## src/rtl/burst_seq_pkg.sv

```systemverilog
package burst_seq_pkg;
  typedef enum logic [1:0] {
    ACT_HOLD  = 2'd0,
    ACT_LOAD  = 2'd1,
    ACT_DESEL = 2'd2,
    ACT_STEP  = 2'd3
  } seq_act_e;
endpackage

```

## src/rtl/strobe_decode.sv

```systemverilog
module strobe_decode
  import burst_seq_pkg::*;
(
  input  logic     proc_strb_ni,
  input  logic     ctrl_strb_ni,
  input  logic     adv_ni,
  input  logic     ce_ni,
  input  logic     valid_i,
  output seq_act_e act_o
);
  always_comb begin
    act_o = ACT_HOLD;
    if (!ce_ni && (!proc_strb_ni || !ctrl_strb_ni)) act_o = ACT_LOAD;
    else if (ce_ni && !ctrl_strb_ni)                 act_o = ACT_DESEL;
    else if (!adv_ni && valid_i)                     act_o = ACT_STEP;
  end
endmodule

```

## src/rtl/burst_counter.sv

```systemverilog
module burst_counter #(
  parameter int unsigned BURST_W = 2
) (
  input  logic               clk_i,
  input  logic               rst_ni,
  input  logic               clr_i,
  input  logic               step_i,
  output logic [BURST_W-1:0] cnt_o
);
  logic [BURST_W-1:0] cnt_q;

  always_ff @(posedge clk_i or negedge rst_ni) begin
    if (!rst_ni)     cnt_q <= '0;
    else if (clr_i)  cnt_q <= '0;
    else if (step_i) cnt_q <= cnt_q + 1'b1;
  end

  assign cnt_o = cnt_q;

  assert_load_restart_R9: assert property (@(posedge clk_i) disable iff (!rst_ni)
    clr_i |=> cnt_q == '0);
  assert_step_once_R6: assert property (@(posedge clk_i) disable iff (!rst_ni)
    (!clr_i && step_i) |=> cnt_q == BURST_W'($past(cnt_q) + 1'b1));
  assert_idle_hold_R12: assert property (@(posedge clk_i) disable iff (!rst_ni)
    (!clr_i && !step_i) |=> $stable(cnt_q));
endmodule

```

## src/rtl/burst_order.sv

```systemverilog
module burst_order #(
  parameter int unsigned BURST_W = 2
) (
  input  logic [BURST_W-1:0] base_lo_i,
  input  logic [BURST_W-1:0] cnt_i,
  input  logic               interleave_i,
  output logic [BURST_W-1:0] lo_o
);
  logic [BURST_W-1:0] lin_lo, ilv_lo;

  assign lin_lo = base_lo_i + cnt_i;  // wraps, no carry out
  assign ilv_lo = base_lo_i ^ cnt_i;
  assign lo_o   = interleave_i ? ilv_lo : lin_lo;

  always_comb begin
    if (cnt_i == '0) begin
      assert_first_beat_R8: assert (lo_o == base_lo_i);
    end
  end
endmodule

```

## src/rtl/burst_addr_seq.sv

```systemverilog
module burst_addr_seq
  import burst_seq_pkg::*;
#(
  parameter int unsigned ADDR_W  = 18,
  parameter int unsigned BURST_W = 2
) (
  input  logic              clk_i,
  input  logic              rst_ni,
  input  logic [ADDR_W-1:0] addr_i,
  input  logic              proc_strb_ni,
  input  logic              ctrl_strb_ni,
  input  logic              adv_ni,
  input  logic              ce_ni,
  input  logic              interleave_i,
  output logic [ADDR_W-1:0] addr_o,
  output logic              valid_o
);
  localparam int unsigned HI_W = ADDR_W - BURST_W;

  seq_act_e           act;
  logic [ADDR_W-1:0]  base_q;
  logic               valid_q;
  logic [BURST_W-1:0] cnt, lo;

  strobe_decode u_dec (
    .proc_strb_ni (proc_strb_ni),
    .ctrl_strb_ni (ctrl_strb_ni),
    .adv_ni       (adv_ni),
    .ce_ni        (ce_ni),
    .valid_i      (valid_q),
    .act_o        (act)
  );

  burst_counter #(.BURST_W(BURST_W)) u_cnt (
    .clk_i  (clk_i),
    .rst_ni (rst_ni),
    .clr_i  (act == ACT_LOAD),
    .step_i (act == ACT_STEP),
    .cnt_o  (cnt)
  );

  always_ff @(posedge clk_i or negedge rst_ni) begin
    if (!rst_ni) begin
      base_q  <= '0;
      valid_q <= 1'b0;
    end else begin
      unique case (act)
        ACT_LOAD: begin
          base_q  <= addr_i;
          valid_q <= 1'b1;
        end
        ACT_DESEL: valid_q <= 1'b0;
        default: ;
      endcase
    end
  end

  burst_order #(.BURST_W(BURST_W)) u_ord (
    .base_lo_i    (base_q[BURST_W-1:0]),
    .cnt_i        (cnt),
    .interleave_i (interleave_i),
    .lo_o         (lo)
  );

  assign addr_o  = {base_q[ADDR_W-1:BURST_W], lo};
  assign valid_o = valid_q;

  assert_proc_load_R2: assert property (@(posedge clk_i) disable iff (!rst_ni)
    (!ce_ni && !proc_strb_ni) |=> valid_o && addr_o == $past(addr_i));
  assert_ctrl_load_R3: assert property (@(posedge clk_i) disable iff (!rst_ni)
    (!ce_ni && !ctrl_strb_ni) |=> valid_o && addr_o == $past(addr_i));
  assert_proc_gated_R4: assert property (@(posedge clk_i) disable iff (!rst_ni)
    (ce_ni && ctrl_strb_ni && adv_ni) |=> $stable(addr_o) && $stable(valid_o));
  assert_deselect_R5: assert property (@(posedge clk_i) disable iff (!rst_ni)
    (ce_ni && !ctrl_strb_ni) |=> !valid_o && $stable(addr_o));
  assert_upper_hold_R8: assert property (@(posedge clk_i) disable iff (!rst_ni)
    (ce_ni || (proc_strb_ni && ctrl_strb_ni)) |=> $stable(addr_o[ADDR_W-1:BURST_W]));
  assert_no_step_idle_R10: assert property (@(posedge clk_i) disable iff (!rst_ni)
    (!valid_o && proc_strb_ni && ctrl_strb_ni) |=> $stable(addr_o) && !valid_o);

  if (HI_W < 1) begin : g_bad_width
    initial assert_width_ok: assert (0);
  end
endmodule

```

## config.mk

```make
export PLATFORM = sky130hd
export DESIGN_NAME = burst_addr_seq
export DESIGN_NICKNAME = d
export VERILOG_FILES = /design/src/rtl/burst_seq_pkg.sv /design/src/rtl/strobe_decode.sv /design/src/rtl/burst_counter.sv /design/src/rtl/burst_order.sv /design/src/rtl/burst_addr_seq.sv
export SDC_FILE = /design/constraint.sdc
export NUM_CORES = 1
export LEC_CHECK = 0
export BUFFER_PORTS_ARGS = -buffer_cell sky130_fd_sc_hd__buf_2
export CORE_UTILIZATION = 50
export CTS_BUF_LIST = sky130_fd_sc_hd__clkbuf_4
export CTS_CLUSTER_DIAMETER = 120
export CTS_CLUSTER_SIZE = 12
export DETAILED_ROUTE_END_ITERATION = 10
export PLACE_DENSITY = 0.84
export RECOVER_POWER = 50
export SLEW_MARGIN = 5
export SYNTH_ARGS = -nofsm -noshare
export SYNTH_HDL_FRONTEND = slang
export SYNTH_SLANG_ARGS = --single-unit
```

## constraint.sdc

```tcl
create_clock -name clk_i -period 2.3 [get_ports clk_i]
set_input_delay 0.115 -clock clk_i [delete_from_list [all_inputs] [get_ports clk_i]]
set_output_delay 0.115 -clock clk_i [all_outputs]
set_load 0.02 [all_outputs]
```

==> qor.yml <==
clock_network:
  insertion_delay_ns: 0.28
  cts_buffer_depth: 2
  numClockSinks: 21
  h-tree-depth: 1
  numCtsBuffers: 3
  cts_setup_buffers: 0
  clk_pin_slew_ns: 0.11
  cts_tree: "done"
  cts-root-buf: "clkbuf_4"
synth:
  netlist_instances: 69
  seq_area_frac_synth_pct: 54.2
  synth_area_per_cell_um2: 14.1
  ys_async_sr_fraction_pct: 100
  synth_commonest_cells: "dfrtp_1, mux2_2, buf_4"
  post-synth-top-count-cell: "dfrtp_1"
  synth-main-ff-cell: "dfrtp_1"
  synth_top_area_share_pct: 54.2
  yosys_warnings: 0
  syn_nets: 95
  postSynthRegisterBits: 21
  synth_area_leader_cell: "dfrtp_1"
  synth.area.top_cells: "dfrtp_1, mux2_2, buf_4"
  synth_enable_flop_cells: 0
  synth.cell_area_um2: 970
  yosysUniqueCellTypes: 14
hold_path:
  min_to: "base_q[12]$_DFFE_PN0N_"
  min_path_type: "in -> reg"
  hold_depth: 2
  hp-start: "addr_i[12]"
global_routing:
  grt-ovfl-total: 0
  antenna_found_initial: 0
  track_usage_pct: 16.6
  grt_pass1_vias: 547
  grt_pass1_wl_mm: 2.35
  grt_max_degree: 22
worst_setup_path:
  r2r_cells: 3
  worst_ep_arrival_time_ns: 1.87
  cp_max_fo: 12
  r2r-start: "u_cnt.cnt_o[0]$_DFFE_PN0P_"
  r2r_slack_ns: 1.43
  cp-end-kind: "flop"
  timing.rr.end: "u_cnt.cnt_o[1]$_DFFE_PN0P_"
  cp-start-kind: "input pin"
  crit_type: "in -> reg"
  cp.required_ns: 2.48
die:
  start_util_pct: 55.0
  rows: 15
  dieHeight_um: 46.0
  die_width_um: 46.0
  io_pins: 44
  die_area_um2: 2120
  core_um2: 1760
cells_and_area:
  finalInstanceArea_um2: 1110
  drive_gt1_share_pct: 64.0
  area_delta_synth_final_pct: 14.3
  num_antenna_cells: 0
  fill_cells: 165
  nets: 127
drt:
  vias_per_cell: 4.78
  drcViolationCount: 0
  wirelength_mm: 1.50
  drt_iter0_markers: 7
  via_count: 597
  drtPass1Iterations: 4
  drtAntennaViolNets: 0
  routedWlPerCell_um: 12.0
sta:
  setup_tns_ns: 0
  final_hold_viol_count: 0
  finalSetupViolations: 0
  post-route-period-util_pct: 73.7
  fin_crit_ns: 1.70
  relSlewSlack_pct: 28.6
  max_freq_mhz: 590
  fin_skew_ns: 0.0000886
  grt_setup_unrepaired: "false"
  tightest_slew_ns: 1.07
  finalMaxSlewViolations: 0
placement:
  hpwlAfterDp_mm: 1.18
  gp_congestion: 0.601
  portBuffers: 43
  dpl-instance-area_um2: 1080
power:
  p_comb_share_pct: 25.9
  worst_ir_drop_vdd_uv: 502
  finalPower_uw: 817
  power_frac_clock_pct: 20.2
  power.switching_uw: 241
  power_frac_seq_pct: 53.9
  cellLeakagePower_uw: 0.000546
  p_int_uw: 576
  p_per_area_nw_per_um2: 737
  switching_share_pct: 29.5
status:
  outcome: "finished, final reports clean"
job:
  cap_violations: 0
-- sequential cells by signal, summed over array words and instances, names as in the netlist --
signal	count
valid_o	1
u_cnt.cnt_o	2
base_q	18
-- power by group through the flow --
stage          Clock (uW)  Sequential [uW]  Combinational, uW
3_3_place_gp            0              445                210
2_1_floorplan           0              444                190
5_1_grt               188              447                229
3_5_place_dp            0              449                215
6_report              165              440                211
4_1_cts               174              441                217
-- repair_timing --
item	in CTS	in global routing
hold endpoints to repair	21	0
resized for setup	0	0
hold buffers	1	0
-- worst max-delay path, stage by stage --
cell and delay, ns:
clkbuf_1 0.11, a21oi_1 0.69, clkbuf_1 0.55, mux2_2 0.41
-- cells in the final DEF, fill, tap and decap left out --
master / count
buf_2: 41
dfrtp_1: 21
mux2_2: 17
clkbuf_4: 3
clkbuf_1: 3
xnor2_1: 2
xor2_1: 2
nor2_1: 2
nor2b_1: 1
a21oi_1: 1
a21o_2: 1
mux2_4: 1
nand3b_1: 1
nand4b_1: 1
ha_1: 1
clkinv_2: 1
dlygate4sd3_1: 1
-- cell type report --
| type | count | area [um2] | area share (%) |
|---|---|---|---|
| clock inverters | 1 | 5.00 | 0.451 |
| well taps | 25 | 31.3 | 2.82 |
| multi-input cells | 30 | 298 | 26.9 |
| repair buffers | 45 | 226 | 20.4 |
| clock buffers | 3 | 22.5 | 2.03 |
| flip-flops and latches | 21 | 526 | 47.4 |
-- kinds of logic after synthesis --
| family | share of synthesized area (%) |
|---|---|
| flops | 54.2 |
| xor+xnor | 3.61 |
| fa+ha+maj | 1.29 |
| mux | 21.3 |
| buf+inv | 14.7 |
| simple gates | 3.10 |
| compound gates | 1.81 |
-- metrics by stage --
| stage | std cells | hold slack (ns) | setup WS, ns | utilization, % |
|---|---|---|---|---|
| detailed placement | 120 | 0.0893 | 0.788 | 61.3 |
| floorplan | 69 | -0.181 | 1.13 | - |
| finish | 125 | 0.0502 | 0.605 | 62.8 |
| CTS | 125 | 0.0379 | 0.839 | 63.4 |
| global route | 125 | 0.0246 | 0.455 | 62.8 |
| global placement | 120 | 0.0839 | 0.850 | 61.3 |
-- layer usage --
metal | wire, um | vias to the layer above | GRT usage [%]
met5 | 0 | - | 0
met4 | 30 | 0 | 7.06
met3 | 73 | 4 | 3.97
met2 | 834 | 22 | 29.0
met1 | 565 | 295 | 19.1
li1 | - | 276 | -
-- how the worst max path moves through the flow --
stage,cells past startpoint,start,to,slack (ns)
final,4,ctrl_strb_ni,base_q[1]$_DFFE_PN0N_,0.60
after global placement,4,ctrl_strb_ni,base_q[1]$_DFFE_PN0N_,0.85
after floorplan,3,u_cnt.cnt_o[0]$_DFFE_PN0P_,addr_o[1],1.13
after detailed placement,4,ctrl_strb_ni,base_q[13]$_DFFE_PN0N_,0.79
after global routing,4,ctrl_strb_ni,base_q[1]$_DFFE_PN0N_,0.46
after CTS,4,u_cnt.cnt_o[0]$_DFFE_PN0P_,addr_o[1],0.84
No activity file was read; power rests on OpenSTA's default activity.
